==> src/rtl/fip_pkg.sv <==
package fip_pkg;

    // write-port targets
    localparam logic [2:0] SEL_ADDEND = 3'd0;
    localparam logic [2:0] SEL_PERIOD = 3'd1;
    localparam logic [2:0] SEL_INTV0  = 3'd2;
    localparam logic [2:0] SEL_INTV1  = 3'd3;
    localparam logic [2:0] SEL_ENABLE = 3'd4;

    // per-channel countdown machine
    typedef enum logic [1:0] {
        ST_HALT   = 2'd0,
        ST_COUNT  = 2'd1,
        ST_RELOAD = 2'd2
    } pulser_state_t;

endpackage

==> src/rtl/fip_tick_accum.sv <==
module fip_tick_accum #(
    parameter int ACC_W  = 32,
    parameter int TIME_W = 64,
    parameter int PER_W  = 8
) (
    input  logic              clk,
    input  logic              rst_n,
    input  logic              en_i,
    input  logic [ACC_W-1:0]  addend_i,
    input  logic [PER_W-1:0]  period_i,
    output logic              tick_o,
    output logic [TIME_W-1:0] time_o
);

    localparam int EXT_W = TIME_W - PER_W;

    logic [ACC_W-1:0]  acc_q;
    logic [ACC_W:0]    sum;
    logic [TIME_W-1:0] step;
    logic [TIME_W-1:0] time_q;

    assign sum    = {1'b0, acc_q} + {1'b0, addend_i};
    assign tick_o = en_i & sum[ACC_W];
    assign step   = {{EXT_W{1'b0}}, period_i};
    assign time_o = time_q;

    always_ff @(posedge clk) begin
        if (!rst_n) begin
            acc_q  <= '0;
            time_q <= '0;
        end else begin
            if (en_i)
                acc_q <= sum[ACC_W-1:0];
            if (tick_o)
                time_q <= time_q + step;
        end
    end

    // each tick moves time by one period
    a_r3_time_step: assert property (@(posedge clk) disable iff (!rst_n)
        tick_o |=> time_q == $past(time_q) + $past(step));

    // disabled means frozen time and phase
    a_r7_time_hold: assert property (@(posedge clk) disable iff (!rst_n)
        !en_i |=> $stable(time_q) && $stable(acc_q));

endmodule

==> src/rtl/fip_pulser.sv <==
module fip_pulser
    import fip_pkg::*;
#(
    parameter int CNT_W = 32,
    parameter int PER_W = 8
) (
    input  logic             clk,
    input  logic             rst_n,
    input  logic             en_i,
    input  logic             tick_i,
    input  logic [PER_W-1:0] period_i,
    input  logic [CNT_W-1:0] interval_i,
    output logic             pulse_o
);

    localparam int EXT_W = CNT_W - PER_W;

    pulser_state_t   state_q, state_d;
    logic [CNT_W-1:0] cnt_q;
    logic [CNT_W-1:0] dec;
    logic             hit;
    logic             pulse_q;

    assign dec     = {{EXT_W{1'b0}}, period_i};
    assign hit     = (cnt_q <= dec);
    assign pulse_o = pulse_q;

    // next state
    always_comb begin
        state_d = state_q;
        unique case (state_q)
            ST_HALT:   state_d = en_i ? ST_COUNT : ST_HALT;
            ST_COUNT:  if (!en_i)             state_d = ST_HALT;
                       else if (tick_i && hit) state_d = ST_RELOAD;
            ST_RELOAD: state_d = en_i ? ST_COUNT : ST_HALT;
            default:   state_d = ST_HALT;
        endcase
    end

    // state register
    always_ff @(posedge clk) begin
        if (!rst_n) state_q <= ST_HALT;
        else        state_q <= state_d;
    end

    // counter and pulse
    always_ff @(posedge clk) begin
        if (!rst_n) begin
            cnt_q   <= interval_i;
            pulse_q <= 1'b0;
        end else begin
            pulse_q <= 1'b0;
            unique case (state_q)
                ST_HALT:   cnt_q <= interval_i;
                ST_COUNT:  if (en_i && tick_i) begin
                               if (hit) begin
                                   cnt_q   <= '0;
                                   pulse_q <= 1'b1;
                               end else begin
                                   cnt_q <= cnt_q - dec;
                               end
                           end
                ST_RELOAD: cnt_q <= interval_i;
                default:   cnt_q <= interval_i;
            endcase
        end
    end

    // one clock wide
    a_r6_single_pulse: assert property (@(posedge clk) disable iff (!rst_n)
        pulse_q |=> !pulse_q);

    // refill on the edge after the pulse cycle
    a_r6_reload_after: assert property (@(posedge clk) disable iff (!rst_n)
        pulse_q |=> cnt_q == $past(interval_i));

    // ordinary tick takes one period away
    a_r4_decrement: assert property (@(posedge clk) disable iff (!rst_n)
        (state_q == ST_COUNT && en_i && tick_i && !hit)
        |=> cnt_q == $past(cnt_q) - $past(dec) && !pulse_q);

    // final tick lands at zero, never wraps
    a_r5_no_wrap: assert property (@(posedge clk) disable iff (!rst_n)
        (state_q == ST_COUNT && en_i && tick_i && hit) |=> cnt_q == '0 && pulse_q);

    // no pulse after a disabled cycle
    a_r7_quiet_off: assert property (@(posedge clk) disable iff (!rst_n)
        !en_i |=> !pulse_q);

endmodule

==> src/rtl/fip_timer_top.sv <==
module fip_timer_top
    import fip_pkg::*;
#(
    parameter int          ACC_W      = 32,
    parameter int          TIME_W     = 64,
    parameter int          CNT_W      = 32,
    parameter int          PER_W      = 8,
    parameter int          DATA_W     = 32,
    parameter logic [31:0] ADDEND_RST = 32'hAAAA_AAAB,
    parameter int          PERIOD_RST = 5,
    parameter int          INTV0_RST  = 999_999_995,
    parameter int          INTV1_RST  = 99_990
) (
    input  logic              clk,
    input  logic              rst_n,
    input  logic              wr_en,
    input  logic [2:0]        wr_sel,
    input  logic [DATA_W-1:0] wr_data,
    output logic              tick_o,
    output logic [TIME_W-1:0] time_ns_o,
    output logic [1:0]        pulse_o
);

    localparam int NUM_CH = 2;

    logic [ACC_W-1:0] addend_q;
    logic [PER_W-1:0] period_q;
    logic [CNT_W-1:0] intv_q [NUM_CH];
    logic             en_q;
    logic             tick;

    // write port
    always_ff @(posedge clk) begin
        if (!rst_n) begin
            addend_q  <= ADDEND_RST[ACC_W-1:0];
            period_q  <= PER_W'(PERIOD_RST);
            intv_q[0] <= CNT_W'(INTV0_RST);
            intv_q[1] <= CNT_W'(INTV1_RST);
            en_q      <= 1'b0;
        end else if (wr_en) begin
            case (wr_sel)
                SEL_ADDEND: addend_q  <= wr_data[ACC_W-1:0];
                SEL_PERIOD: period_q  <= wr_data[PER_W-1:0];
                SEL_INTV0:  intv_q[0] <= wr_data[CNT_W-1:0];
                SEL_INTV1:  intv_q[1] <= wr_data[CNT_W-1:0];
                SEL_ENABLE: en_q      <= wr_data[0];
                default:    ;
            endcase
        end
    end

    fip_tick_accum #(
        .ACC_W  (ACC_W),
        .TIME_W (TIME_W),
        .PER_W  (PER_W)
    ) u_accum (
        .clk      (clk),
        .rst_n    (rst_n),
        .en_i     (en_q),
        .addend_i (addend_q),
        .period_i (period_q),
        .tick_o   (tick),
        .time_o   (time_ns_o)
    );

    assign tick_o = tick;

    for (genvar g = 0; g < NUM_CH; g++) begin : g_ch
        fip_pulser #(
            .CNT_W (CNT_W),
            .PER_W (PER_W)
        ) u_pulser (
            .clk        (clk),
            .rst_n      (rst_n),
            .en_i       (en_q),
            .tick_i     (tick),
            .period_i   (period_q),
            .interval_i (intv_q[g]),
            .pulse_o    (pulse_o[g])
        );
    end

    // write to the enable lands on the next edge
    a_r9_enable_write: assert property (@(posedge clk) disable iff (!rst_n)
        (wr_en && wr_sel == SEL_ENABLE) |=> en_q == $past(wr_data[0]));

    // no tick while disabled
    a_r2_idle_no_tick: assert property (@(posedge clk) disable iff (!rst_n)
        !en_q |-> !tick_o);

endmodule

==> config.mk <==
export PLATFORM = sky130hd
export DESIGN_NAME = fip_timer_top
export DESIGN_NICKNAME = d
export VERILOG_FILES = /design/src/rtl/fip_pkg.sv /design/src/rtl/fip_tick_accum.sv /design/src/rtl/fip_pulser.sv /design/src/rtl/fip_timer_top.sv
export SDC_FILE = /design/constraint.sdc
export NUM_CORES = 1
export LEC_CHECK = 0
export BUFFER_PORTS_ARGS = -buffer_cell sky130_fd_sc_hd__buf_2
export CAP_MARGIN = 10
export CORE_MARGIN = 2
export CORE_UTILIZATION = 40
export CTS_CLUSTER_SIZE = 40
export DETAILED_ROUTE_END_ITERATION = 7
export GPL_ROUTABILITY_DRIVEN = 0
export HOLD_SLACK_MARGIN = 0.03
export PLACE_DENSITY = 0.55
export RECOVER_POWER = 50
export SETUP_SLACK_MARGIN = 0.5
export SYNTH_ARGS = -nofsm -noshare
export SYNTH_HDL_FRONTEND = slang
export SYNTH_HIERARCHICAL = 1
export SYNTH_SLANG_ARGS = --single-unit
==> constraint.sdc <==
create_clock -name clk -period 4.9 [get_ports clk]
set_clock_uncertainty 0.05 [all_clocks]
set_input_delay 0 -clock clk [delete_from_list [all_inputs] [get_ports clk]]
set_output_delay 0 -clock clk [all_outputs]
set_load 0.05 [all_outputs]
After elaboration in Yosys (flattened, before gate mapping)
Memories as Yosys holds them, arrays and structs flattened.
Cells that the tools add are included.
{ "word_totals": {"in_bits": 38, "mem_count": 1, "ff_bits": 207, "output_inout_bits": 67, "word_cells": 74, "ram_bits": 64} }
{ "mem_list": {"columns": ["name", "depth", "word_bits", "read_ports", "rd_clocked_by_memory_dff", "write_ports", "line", "rtl"], "rows": [
  ["intv_q", 2, 32, 2, 0, 2, "fip_timer_top.sv:28", "logic [CNT_W-1:0] intv_q [NUM_CH];"]
]} }
{ "op_classes": {"n_mux": 28, "bitwise": 3, "reduce_logical": 13, "magnitude_cmp": 2, "eq_ne": 12, "add_sub_neg": 4} }
{ "ops": {"columns": ["op", "count"], "rows": [
  ["$mux 32", 10],
  ["$add 64x8->64", 1],
  ["$le 32x8->1", 2],
  ["$sub 32x8->32", 2],
  ["$add 32x32->33", 1],
  ["$mux 1", 12],
  ["$ne 3x2->1 const B", 3],
  ["$mux 2", 4],
  ["$pmux 2 s2", 2],
  ["$eq 3x2->1 const B", 2],
  ["$reduce_and 2->1", 3],
  ["$reduce_and 3->1", 2],
  ["$eq 2x1->1 const B", 2],
  ["$eq 2x2->1 const B", 2],
  ["$logic_not 2->1", 2],
  ["$reduce_or 2->1", 2],
  ["$eq 3x1->1 const B", 1],
  ["$eq 3x3->1 const B", 1],
  ["$logic_and 1x1->1", 3],
  ["$logic_not 3->1", 1],
  ["$ne 3x3->1 const B", 1],
  ["$or 1x1->1", 2],
  ["$and 1x1->1", 1]
]} }

Logic depth before layout (Yosys ltp)
Gate-level depths: netlist of the first run.
{ "logic_depth": {"ltp_word": 6, "ltp_mapped": 14, "mapped_depth_nobuf": 11} }

By module
The synthesis of the first run kept the hierarchy.
{ "modules_own_cells": {"columns": ["mod", "instances", "cells_per_inst", "seq_area_each_um2", "area_per_inst_um2"], "rows": [
  ["fip_tick_accum", 1, 761, 1921.8, 6281.0],
  ["fip_timer_top", 1, 304, 2742.6, 4048.9],
  ["fip_pulser (g_ch[1].u_pulser)", 1, 250, 1021.0, 2506.2],
  ["fip_pulser (g_ch[0].u_pulser)", 1, 256, 1021.0, 2456.1]
]} }

Least setup slack after synthesis of the first run
Ideal clock, no wire load.
{ "synth_timing": {"kind": "register -> register", "startpoint": "register addend_q[17]", "endpoint": "register g_ch[1].u_pulser.cnt_q[0], enable pin", "arrival_ns": 3.074, "n_path_buf": 4, "period_less_slack_ns": 3.601, "setup_ns": 0.478, "slack_ns": 1.299, "required_ns": 4.372, "stages_incl_launch_ff": 15, "cell_sequence": "dfxtp_1 ha_1 buf_6 a21o_1 a21o_1 a211o_1 a211oi_4 a21oi_4 buf_6 nor2_4 buf_6 inv_2 buf_6 nand2_1 nand2_1"} }
{ "synth_via": {"elab_chain_len": 4} }
{ "synth_lines": {"columns": ["element", "line", "rtl"], "rows": [
  ["start, declared", "fip_timer_top.sv:26", "logic [ACC_W-1:0] addend_q;"],
  ["start signal, assigned", "fip_timer_top.sv:35", "addend_q <= ADDEND_RST[ACC_W-1:0];"],
  ["start signal, assigned", "fip_timer_top.sv:42", "SEL_ADDEND: addend_q <= wr_data[ACC_W-1:0];"],
  ["$add 32x32->33", "fip_tick_accum.sv:22", "assign sum = {1'b0, acc_q} + {1'b0, addend_i};"],
  ["$and 1x1->1", "fip_tick_accum.sv:23", "assign tick_o = en_i & sum[ACC_W];"],
  ["via tick_o", "fip_timer_top.sv:19", "output logic tick_o,"],
  ["$logic_and 1x1->1", "fip_pulser.sv:55", "ST_COUNT: if (en_i && tick_i) begin"],
  ["$ne 3x3->1 (no source line)", null, null],
  ["end signal, assigned", "fip_pulser.sv:54", "ST_HALT: cnt_q <= interval_i;"],
  ["end signal, assigned", "fip_pulser.sv:60", "cnt_q <= cnt_q - dec;"],
  ["end signal, assigned", "fip_pulser.sv:63", "ST_RELOAD: cnt_q <= interval_i;"],
  ["end, declared", "fip_pulser.sv:19", "logic [CNT_W-1:0] cnt_q;"]
]} }
The timed path passes the listed nets, and every way through them passes these cells.
A chain may end at the register's enable or synchronous reset.

Worst setup path in the final report of the first run
{ "layout_timing": {"startpoint": "register addend_q[0]", "endpoint": "register g_ch[1].u_pulser.cnt_q[10], enable pin"} }
{ "layout_via": {"elab_chain_len": 4} }
{ "layout_lines": {"columns": ["element", "line"], "rows": [
  ["$add 32x32->33", "fip_tick_accum.sv:22"],
  ["$and 1x1->1", "fip_tick_accum.sv:23"],
  ["$logic_and 1x1->1", "fip_pulser.sv:55"],
  ["$ne 3x3->1 (no source line)", null]
]} }
No other way between the ends.

==> reports/results.ini, run 1 <==
[power_and_ir_drop]
pwr_density_cell_mw_per_mm2 = 320
vdd_drop_max_v = 0.000231
p_leak_uw = 0.00652

[clock_network]
cts_num_sinks = 271
clock_latency_ps = 540
post_cts_resized = 0
clockBufferDepth = 3
cts.reportedPaths.clkPinSlew_ps = 60
cts_max_level = 2
cts-root-buf = clkbuf_16
cts_tree = yes
cts_inserted_buffers = 35

[finish]
nets = 1799
syn2layout_area_growth_pct = 15.6
n_fill_cell = 3717
utilization_pct = 46.9
drive_gt1_share_pct = 10.6
stdcell_area_sq_mm = 0.0177

[sta]
rsz0062_at_grt = false
slew_headroom_pct = -71.7
period_share_pct = 75.4
layout_setup_ws_ps = 1210
min_period_ps = 3690
maxSlewViolCount = 150
fmax_ghz = 0.271
max_slew.worst_pin.slew_ps = 2580
hold_violations = 0
fin_setup_tns_ps = 0
setup_viol = 0

[setup_path]
path_class = reg2reg
crit_buf_inv = 2
r2r_cells = 12
cp.depth = 12
required_ps = 5100
path_delay_family = compound AO/OA/AOI/OAI gates
cp_max_fo = 32
cp.arrival_ps = 3890
slowest_stage = o211ai_2
start_kind = flip-flop
cp_common_cell = nand2_1
path_cells = ha_1 -> fa_1 -> a21oi_1 -> nand4b_1 -> a31oi_1 -> o211ai_2 -> a21oi_4 -> nor2_4 -> inv_2 -> nand2_1 -> nand2_1 -> buf_4
crit_path_max_incr_delay_ps = 460
endpoint_kind = flip-flop

[synthesis]
ys_ff_latch = 271
synth_simple_gate_area_share_pct = 22.0
yosysWarnings = 6
syn-num-nets = 1669
synthFlopType = dfxtp_1
yosysTopAreaCell = edfxtp_1
synth_top_area_share_pct = 25.1
synth_edf_count = 128
synth_top_family_by_area = simple AND/OR/NAND/NOR gates
synth_cell_types = 93
yosysMostFrequentCell = nand2_1
synth.avg_cell_area_sq_um = 9.73
synth_mux_area_share_pct = 4.25
ys_seq_area_share_pct = 43.9
ys_async_sr_fraction_pct = 0
synthCells = 1571
synth_area_sq_mm = 0.0153
synth_xor_area_share_pct = 5.84
synth_compound_area_share_pct = 15.0
synthTopCellsByArea = edfxtp_1 25%, dfxtp_1 19%, nand2_1 4.7%, ha_1 4.6%, mux2i_1 4.3%
synth_adder_area_share_pct = 5.11
synth_common_cells = 191 x nand2_1, 143 x dfxtp_1, 128 x edfxtp_1, 97 x nor2_1, 83 x a21oi_1

[floorplanning]
die_w_um = 200
die_area_sq_mm = 0.0398
placement_rows = 71
num_io_pins = 105
die_height_um = 200
core_area_sq_mm = 0.0377
initial_utilization_pct = 40.6

[routing]
viasPerCell = 5.36
drtIter0Drc = 599
vias = 12000
first_pass_iters = 5
wirelength_mm = 40.8
routedWlPerCell_um = 18.2
drc = 0
ant_nets = 0

[global_routing]
grt_pass1_vias = 11700
grt_max_degree = 54
grt_usage_pct = 20.8
antenna_found_initial = 2
grt_pass1_wl_mm = 64.9
grt_overflow = 0

[worst_hold_path]
hold_depth = 3
hold_path_class = in2reg

[placement]
placed_area_sq_mm = 0.0161
portBuffers = 104
dp_slack_ps = 1220
dp_hpwl_mm = 28.7

[run_status]
violations = max-capacitance violations, max-slew violations
status = complete, but fails checks

[job]
maxCapViolations = 4

## power by group
group	switching, uW	leakage, uW	internal, uW
Sequential	57.7	0.00246	2470
Combinational	273	0.00348	183
Clock	1020	0.000582	1650
Total	1350	0.00652	4300
## cells by family after synthesis
| logic type | count (synthesis) |
|---|---|
| AND/OR/NAND/NOR | 632 |
| AO/OA/AOI/OAI | 330 |
| flip-flops | 271 |
| buffers and inverters | 111 |
| XOR/XNOR | 102 |
| multiplexers | 65 |
| adder cells (fa/ha/maj) | 60 |
## stage by stage
| step | instances | hold WS [ps] | total power (uW) |
|---|---|---|---|
| floorplan | 1571 | 66.1 | 2860 |
| global placement | 2126 | 252 | 2990 |
| detailed placement | 2126 | 251 | 3000 |
| CTS | 2236 | 61.5 | 5720 |
| global route | 2236 | 68.5 | 5880 |
| finish | 2237 | 73.5 | 5660 |
## state kept, by name (all words and copies together), names as in the netlist
register and flops:
intv_q 64, g_ch.u_pulser/state_q 4, period_q 8, en_q 1
addend_q 32, u_accum/acc_q 32, g_ch.u_pulser/cnt_q 64, g_ch.u_pulser/pulse_o 2
u_accum/time_o 64
## what timing repair did
action / 4_1_cts / 5_1_grt
buffers inserted: 0 / 0
hold endpoints to repair: 114 / 0
hold buffers: 49 / 0
## worst register-to-register path: cells and delay by family (launching register included)
family / cells / cell delay (ps)
AOI/OAI and AO/OA: 4 / 1030
adders and majority gates: 2 / 650
buffers and inverters: 2 / 530
DFF: 1 / 320
and+or+nand+nor: 4 / 800
## placed cells by master, fill, tap and decap left out, drive strengths merged, types with 6 or more instances in the layout
| master | n |
|---|---|
| o211ai | 15 |
| nor2b | 43 |
| nand4b | 6 |
| nor3 | 25 |
| a21o | 26 |
| a211oi | 15 |
| and3 | 17 |
| dlygate4sd3 | 49 |
| or4 | 9 |
| clkbuf | 122 |
| or3 | 25 |
| xor2 | 55 |
| nand3b | 6 |
| nand2b | 52 |
| nor4 | 13 |
| o21bai | 6 |
| nand4 | 25 |
| o2111ai | 14 |
| o311ai | 6 |
| dfxtp | 143 |
| a31oi | 10 |
| buf | 43 |
| and2 | 40 |
| o21a | 6 |
| mux2i | 65 |
| edfxtp | 128 |
| and4 | 9 |
| or2 | 8 |
| o31ai | 17 |
| o21ai | 99 |
| a21oi | 85 |
| inv | 39 |
| nand3 | 50 |
| clkinv | 7 |
| nand2 | 192 |
| xnor2 | 47 |
| ha | 56 |
| nor2 | 99 |
## final cells by class
type | count | area (sq um) | share of cell area, %
Clock inverter | 13 | 185 | 1.05
Multi-Input combinational cell | 1189 | 7990 | 45.2
Inverter | 38 | 143 | 0.807
Clock buffer | 48 | 1010 | 5.70
Sequential cell | 271 | 6710 | 37.9
Antenna cell | 1 | 2.50 | 0.0142
Tap cell | 511 | 639 | 3.62
Timing Repair Buffer | 166 | 1000 | 5.68
## final timing paths
kind / startpoint / to / slack [ps]
hold / removal: wr_sel[0] / en_q / 70
setup / recovery: addend_q[0] / g_ch[1].u_pulser/cnt_q[10] / 1210
setup reg to reg: addend_q[0] / g_ch[1].u_pulser/cnt_q[10] / 1210
hold reg to reg: g_ch[0].u_pulser/state_q[0] / g_ch[0].u_pulser/state_q[0] / 380
## per-layer routing
metal / share of wire, % / wire length (um) / global-route usage [%]
met1: 46 / 18700 / 27.6
met4: 2.5 / 1030 / 6.86
met5: 0 / 0 / 0
met3: 3.6 / 1460 / 3.04
met2: 48 / 19600 / 34.8
Note: power is estimated with default switching activity, not from simulation.
==> inputs of run 2 (changes only) <==
--- a/config.mk
+++ b/config.mk
@@ -5,6 +5,7 @@
 export SDC_FILE = /design/constraint.sdc
 export NUM_CORES = 1
 export LEC_CHECK = 0
+export ABC_AREA = 1
 export BUFFER_PORTS_ARGS = -buffer_cell sky130_fd_sc_hd__buf_2
 export CAP_MARGIN = 10
 export CORE_MARGIN = 2
@@ -13,7 +14,7 @@
 export DETAILED_ROUTE_END_ITERATION = 7
 export GPL_ROUTABILITY_DRIVEN = 0
 export HOLD_SLACK_MARGIN = 0.03
-export PLACE_DENSITY = 0.55
+export PLACE_DENSITY = 0.54
 export RECOVER_POWER = 50
 export SETUP_SLACK_MARGIN = 0.5
 export SYNTH_ARGS = -nofsm -noshare
==> constraint.sdc (replaced) <==
create_clock -name clk -period 3.4 [get_ports clk]
set_clock_uncertainty 0.05 [all_clocks]
set_input_delay 0 -clock clk [delete_from_list [all_inputs] [get_ports clk]]
set_output_delay 0 -clock clk [all_outputs]
set_load 0.05 [all_outputs]
==> reports/results.ini, run 2 <==
[clock_network]
cts_num_sinks = 271  ; unchanged
clock_latency_ps = 560  ; was 540 ps
clockBufferDepth = 3  ; unchanged
cts_max_level = 2  ; unchanged
cts.reportedPaths.clkPinSlew_ps = 60  ; about the same
post-cts-setup-buffers = 0  ; unchanged
cts-root-buf = clkbuf_16  ; unchanged
cts_tree = yes  ; unchanged
cts_inserted_buffers = 36  ; was 35

[synthesis]
ys_async_sr_fraction_pct = 0  ; unchanged
synthFlopType = dfxtp_1  ; unchanged
yosysWarnings = 6  ; unchanged
yosysMostFrequentCell = nand2_1  ; unchanged
ys_seq_area_share_pct = 37.4  ; was 43.9%
synth_common_cells = 886 x nand2_1, 382 x nor2_1, 364 x inv_1, 177 x nand3_1, 143 x dfxtp_1  ; was 191 x nand2_1, 143 x dfxtp_1, 128 x edfxtp_1, 97 x nor2_1, 83 x a21oi_1
synth_top_area_share_pct = 21.4  ; was 25.1%
syn-num-nets = 2766  ; was 1669
yosysTopAreaCell = edfxtp_1  ; unchanged
synth_area_sq_mm = 0.0180  ; was 0.0153 sq mm
synth.avg_cell_area_sq_um = 6.73  ; was 9.73 sq um
synthTopCellsByArea = edfxtp_1 21%, nand2_1 19%, dfxtp_1 16%, nor2_1 8.0%, inv_1 7.6%  ; was edfxtp_1 25%, dfxtp_1 19%, nand2_1 4.7%, ha_1 4.6%, mux2i_1 4.3%
synthCells = 2668  ; was 1571
synth_edf_count = 128  ; unchanged
synth_cell_types = 43  ; was 93
ys_ff_latch = 271  ; unchanged

[finish]
drive_gt1_share_pct = 8.03  ; was 10.6%
nets = 2910  ; was 1799
n_fill_cell = 4612  ; was 3717
fin_cells = 3434  ; was 2237
syn2layout_area_growth_pct = 15.1  ; was 15.6%
final_common_cell = nand2_1  ; unchanged
stdcell_area_sq_mm = 0.0207  ; was 0.0177 sq mm
mostFrequentLayoutCells = 884 x nand2_1, 391 x nor2_1, 364 x inv_1, 177 x nand3_1, 142 x dfxtp_1  ; was 191 x nand2_1, 143 x dfxtp_1, 128 x edfxtp_1, 97 x nor2_1, 83 x a21oi_1

[setup_path]
rrSetupSlack_ps = 750  ; was 1210 ps
slowest_stage = clkbuf_1  ; was o211ai_2
start_kind = input pin  ; was flip-flop
path_cells = dlygate4sd3_1 -> clkbuf_1 -> nand2_1 -> a21oi_4 -> o21ai_0 -> nand2_1  ; was ha_1 -> fa_1 -> a21oi_1 -> nand4b_1 -> a31oi_1 -> o211ai_2 -> a21oi_4 -> nor2_4 -> inv_2 -> nand2_1 -> nand2_1 -> buf_4
cp_common_cell = nand2_1  ; unchanged
required_ps = 3780  ; was 5100 ps
cp.arrival_ps = 3300  ; was 3890 ps
path_class = in2reg  ; was reg2reg
r2r_cells = 11  ; was 12
cp_max_fo = 26  ; was 32
endpoint_kind = flip-flop  ; unchanged
timing.rr.end = g_ch[1].u_pulser/cnt_q[14]  ; was g_ch[1].u_pulser/cnt_q[10]
r2r_start = period_q[0]  ; was addend_q[0]
crit_path_max_incr_delay_ps = 1030  ; was 460 ps

[floorplanning]
core_area_sq_mm = 0.0442  ; was 0.0377 sq mm
die_height_um = 216  ; was 200 um
die_w_um = 216  ; was 200 um
num_io_pins = 105  ; unchanged
die_area_sq_mm = 0.0466  ; was 0.0398 sq mm
initial_utilization_pct = 40.6  ; about the same
placement_rows = 77  ; was 71

[placement]
dp_hpwl_mm = 42.9  ; was 28.7 mm
dp_slack_ps = 632  ; was 1220 ps
placed_area_sq_mm = 0.0190  ; was 0.0161 sq mm
portBuffers = 104  ; unchanged
dp_cells = 3313  ; was 2126

[sta]
hold_violations = 0  ; unchanged
rsz0062_at_grt = false  ; unchanged
fmax_ghz = 0.342
max_slew.worst_pin.slew_ps = 1440  ; was 2580 ps
slew_headroom_pct = 4.29  ; was -71.7%
min_period_ps = 2920
layout_setup_ws_ps = 478  ; was 1210 ps
period_share_pct = 85.9
fin_setup_tns_ps = 0  ; unchanged
maxSlewViolCount = 0  ; was 150
setup_viol = 0  ; unchanged

[power_and_ir_drop]
pwr_density_cell_mw_per_mm2 = 426  ; was 320 mW/mm^2
vdd_drop_max_v = 0.000417  ; was 0.000231 V
p_leak_uw = 0.00932  ; was 0.00652 uW

[worst_hold_path]
hold_end = addend_q[11]  ; was en_q
hp-start = wr_data[11]  ; was wr_sel[0]
hold_depth = 4  ; was 3
hold_path_class = in2reg  ; unchanged

[global_routing]
grt_pass1_wl_mm = 90.7  ; was 64.9 mm
antenna_found_initial = 2  ; unchanged
grt_overflow = 0  ; unchanged
gr-usage-met1_pct = 33.2  ; was 27.6%
grt_max_degree = 77  ; was 54
grt_pass1_vias = 16500  ; was 11700
top_usage_layer = met2  ; unchanged
grtUsageMet3_pct = 3.69  ; was 3.04%
met2_usage_pct = 41.0  ; was 34.8%
grt_usage_pct = 24.8  ; was 20.8%

[routing]
drc = 0  ; unchanged
drtIter0Drc = 1220  ; was 599
routedWlPerCell_um = 16.9  ; was 18.2 um
wirelength_mm = 57.9  ; was 40.8 mm
viasPerCell = 5.04  ; was 5.36
ant_nets = 0  ; unchanged
vias = 17300  ; was 12000
first_pass_iters = 6  ; was 5

[job]
maxCapViolations = 0  ; was 4

[run_status]
status = finished clean  ; was complete, but fails checks

-- run 2: logic make-up (layout without fill, tap and decap cells) --
logic type	count (synthesis)	in the layout	share of synthesized area, %
DFF	271	271	37.4
AOI/OAI and AO/OA	196	196	6.33
and+or+nand+nor	1638	1638	39.1
buffers and inverters	445	617	9.99
other	0	2	0
adders and majority gates	60	60	4.35
xor gates and xnor gates	58	58	2.83
-- run 2: critical path: cells and delay by family --
kind / cells / cell delay (ps)
AO/OA/AOI/OAI: 2 / 910
buffers and inverters: 2 / 1550
AND/OR/NAND/NOR: 2 / 800
-- run 2: layer usage --
| layer | vias up | share of wire (%) |
|---|---|---|
| li1 | 8724 | - |
| met1 | 7984 | 45 |
| met2 | 490 | 46 |
| met3 | 100 | 6.9 |
| met4 | 0 | 3.1 |
| met5 | - | 0 |
-- run 2: worst max-delay path by stage --
stage                     start                    endpoint  cells after the start
global placement    addend_q[0]  g_ch[1].u_pulser/cnt_q[25]                     13
CTS                 addend_q[0]  g_ch[0].u_pulser/cnt_q[21]                     13
global route              rst_n  g_ch[0].u_pulser/cnt_q[10]                      8
floorplan           addend_q[0]   g_ch[1].u_pulser/cnt_q[0]                     13
detailed placement  addend_q[0]  g_ch[0].u_pulser/cnt_q[19]                     13
finish                    rst_n  g_ch[1].u_pulser/cnt_q[14]                      6
-- run 2: what timing repair did --
action / 4_1_cts / 5_1_grt
hold endpoints to repair: 110 / 0
resized for setup: 0 / 3
endpoints found under the setup margin: 0 / 66
hold buffers: 53 / 0
-- run 2: metrics by stage --
step,util (%),hold slack (ps),total power (uW)
2_1_floorplan,-,59.2,4420
3_3_place_gp,42.9,185,4710
3_5_place_dp,42.9,192,4720
4_1_cts,47.0,214,8900
5_1_grt,46.7,270,9160
6_report,46.7,240,8800
-- run 2: final cells by class --
cell class	count	area, sq um	area share [%]
diodes	2	5.00	0.0242
clock buffers	47	982	4.75
clock inverters	19	284	1.37
inverters	379	1420	6.89
multi-input cells	1952	9440	45.7
flip-flops and latches	271	6710	32.5
well taps	592	741	3.58
repair buffers	172	1080	5.24
-- run 2: report_power, final --
group | total [uW] | switching [uW] | internal [uW] | leakage (uW)
registers | 3700 | 108 | 3590 | 0.00246
clock network | 4090 | 1570 | 2520 | 0.000621
logic | 1010 | 675 | 333 | 0.00623
==> inputs of run 3 (changes only) <==
==> constraint.sdc (replaced) <==
create_clock -name clk -period 3 [get_ports clk]
set_clock_uncertainty 0.05 [all_clocks]
set_input_delay 0 -clock clk [delete_from_list [all_inputs] [get_ports clk]]
set_output_delay 0 -clock clk [all_outputs]
set_load 0.05 [all_outputs]
==> reports/results.ini, run 3 (synthesized netlist as in run 2, its figures left out) <==
[sta]
rsz0062_at_grt = false  ; unchanged
maxSlewViolCount = 0  ; unchanged
fmax_ghz = 0.395
slew_headroom_pct = 0.603  ; was 4.29%
min_period_ps = 2530
max_slew.worst_pin.slew_ps = 1490  ; was 1440 ps
fin_setup_tns_ps = 0  ; unchanged
hold_violations = 0  ; unchanged
layout_setup_ws_ps = 471  ; was 478 ps
period_share_pct = 84.3
setup_viol = 0  ; unchanged

[clock_network]
cts.reportedPaths.clkPinSlew_ps = 60  ; about the same
cts_inserted_buffers = 34  ; was 36
cts-root-buf = clkbuf_16  ; unchanged
cts_tree = yes  ; unchanged
clock_latency_ps = 560  ; about the same
cts_num_sinks = 271  ; unchanged
clockBufferDepth = 3  ; unchanged
cts_max_level = 2  ; unchanged

[worst_hold_path]
hp-start = wr_data[29]  ; was wr_data[11]
hold_path_class = in2reg  ; unchanged

[routing]
wl_met1_mm = 27.4  ; was 25.8 mm
routedWlPerCell_um = 17.2  ; was 16.9 um
wirelength_mm = 59.5  ; was 57.9 mm
drc = 0  ; unchanged
ant_nets = 0  ; unchanged
drtIter0Drc = 1520  ; was 1220
first_pass_iters = 6  ; unchanged
viasPerCell = 5.01  ; was 5.04
wl_met3_mm = 3.63  ; was 3.97 mm
top_layer = met4  ; unchanged
vias = 17300  ; about the same
met2WireLength_mm = 27.0  ; was 26.4 mm

[floorplanning]
die_area_sq_mm = 0.0466  ; unchanged
die_w_um = 216  ; unchanged
die_height_um = 216  ; unchanged
initial_utilization_pct = 40.6  ; unchanged
core_area_sq_mm = 0.0442  ; unchanged
placement_rows = 77  ; unchanged
num_io_pins = 105  ; unchanged

[setup_path]
endpoint_kind = flip-flop  ; unchanged
path_cells = dlygate4sd3_1 -> clkbuf_1 -> clkbuf_1 -> o21ai_2 -> clkbuf_2  ; was dlygate4sd3_1 -> clkbuf_1 -> nand2_1 -> a21oi_4 -> o21ai_0 -> nand2_1
required_ps = 3080  ; was 3780 ps
slowest_stage = clkbuf_1  ; unchanged
start_kind = input pin  ; unchanged
cp_common_cell = clkbuf_1  ; was nand2_1
crit_path_max_incr_delay_ps = 970  ; was 1030 ps
cp_max_fo = 32  ; was 26
path_class = in2reg  ; unchanged
setup.worst_path.start = rst_n  ; unchanged
path_delay_family = buffers and inverters  ; unchanged
crit_buf_inv = 4  ; was 2
cp.arrival_ps = 2610  ; was 3300 ps
r2r_start = en_q  ; was period_q[0]

[placement]
dp_hpwl_mm = 43.2  ; was 42.9 mm
placed_area_sq_mm = 0.0191  ; was 0.0190 sq mm
dp_slack_ps = 241  ; was 632 ps
portBuffers = 104  ; unchanged

[power_and_ir_drop]
p_int_uw = 6950  ; was 6440 uW
power.switching_uw = 2620  ; was 2350 uW
clkPwrFrac_pct = 43.5  ; was 46.5%
vdd_drop_max_v = 0.000364  ; was 0.000417 V
p_comb_share_pct = 12.6  ; was 11.5%
p_leak_uw = 0.00943  ; was 0.00932 uW
pwr_density_cell_mw_per_mm2 = 450  ; was 426 mW/mm^2
p_seq_share_pct = 43.9  ; was 42.1%
swShare_pct = 27.4  ; was 26.7%

[finish]
drive_gt1_share_pct = 10.6  ; was 8.03%
final_common_cell = nand2_1  ; unchanged
syn2layout_area_growth_pct = 18.6  ; was 15.1%
nets = 2936  ; was 2910
mostFrequentLayoutCells = 870 x nand2_1, 384 x nor2_1, 366 x inv_1, 174 x nand3_1, 134 x dfxtp_1  ; was 884 x nand2_1, 391 x nor2_1, 364 x inv_1, 177 x nand3_1, 142 x dfxtp_1
stdcell_area_sq_mm = 0.0213  ; was 0.0207 sq mm

[global_routing]
antenna_found_initial = 4  ; was 2
grt_max_degree = 53  ; was 77
grt_pass1_vias = 16600  ; was 16500
grt_overflow = 0  ; unchanged
grt_pass1_wl_mm = 92.7  ; was 90.7 mm
grt_usage_pct = 25.4  ; was 24.8%

[job]
maxCapViolations = 0  ; unchanged

[run_status]
status = finished clean  ; unchanged

run 3: cell count changes in the layout (fill, tap and decap cells not counted), moves of 8 or more:
cell	previous run	this run
buf_4	9	22
clkbuf_1	74	82
dfxtp_1	142	134
dfxtp_2	1	9
ha_1	56	29
ha_4	0	23
nand2_1	884	870
nand2_2	27	36
run 3: cell type report:
class	instances	area, sq um
Fill cell	4557	22900
Multi-Input combinational cell	1956	9960
Sequential cell	271	6720
Inverter	379	1420
Timing Repair Buffer	196	1360
Clock buffer	47	940
Tap cell	592	741
Clock inverter	11	150
Antenna cell	1	2.50
run 3: worst paths after layout:
kind / to / slack (ps) / cells after the start
hold / removal: intv_q[0][29] / 270 / 4
hold reg to reg: g_ch[0].u_pulser/state_q[0] / 390 / 1
setup / recovery: intv_q[0][51] / 470 / 5
setup reg to reg: u_accum/acc_q[7] / 490 / 6
run 3: stage by stage:
step | utilization [%] | total power [uW] | hold slack (ps) | instances
6_report | 48.2 | 9570 | 269 | 3453
3_5_place_dp | 43.1 | 5360 | 180 | 3322
2_1_floorplan | - | 5010 | 59.2 | 2668
5_1_grt | 48.2 | 9960 | 266 | 3453
3_3_place_gp | 43.1 | 5350 | 181 | 3322
4_1_cts | 47.5 | 9590 | 238 | 3448
run 3: tightest hold or removal path: stages:
cell           delay [ps]
dlygate4sd3_1         520
buf_2                 120
inv_1                  60
nand2_1                70
run 3: timing repair:
item	4_1_cts	5_1_grt
cloned	6	0
hold buffers	53	0
endpoints found under the hold margin	124	0
endpoints found under the setup margin	127	162
setup buffers	9	4
gates resized for setup	27	62
pin swaps	8	7
run 3: power by group through the flow:
stage          clock (uW)  sequential, uW  combinational (uW)
5_1_grt              4390            4220                1350
3_3_place_gp            0            4270                1080
2_1_floorplan           0            4220                 790
3_5_place_dp            0            4270                1080
4_1_cts              4240            4190                1160
6_report             4160            4210                1210
run 3: per-layer routing:
layer	GRT usage, %	vias up
met5	0	-
met4	7.63	0
met3	3.59	76
met2	41.5	423
met1	34.8	8063
li1	-	8746
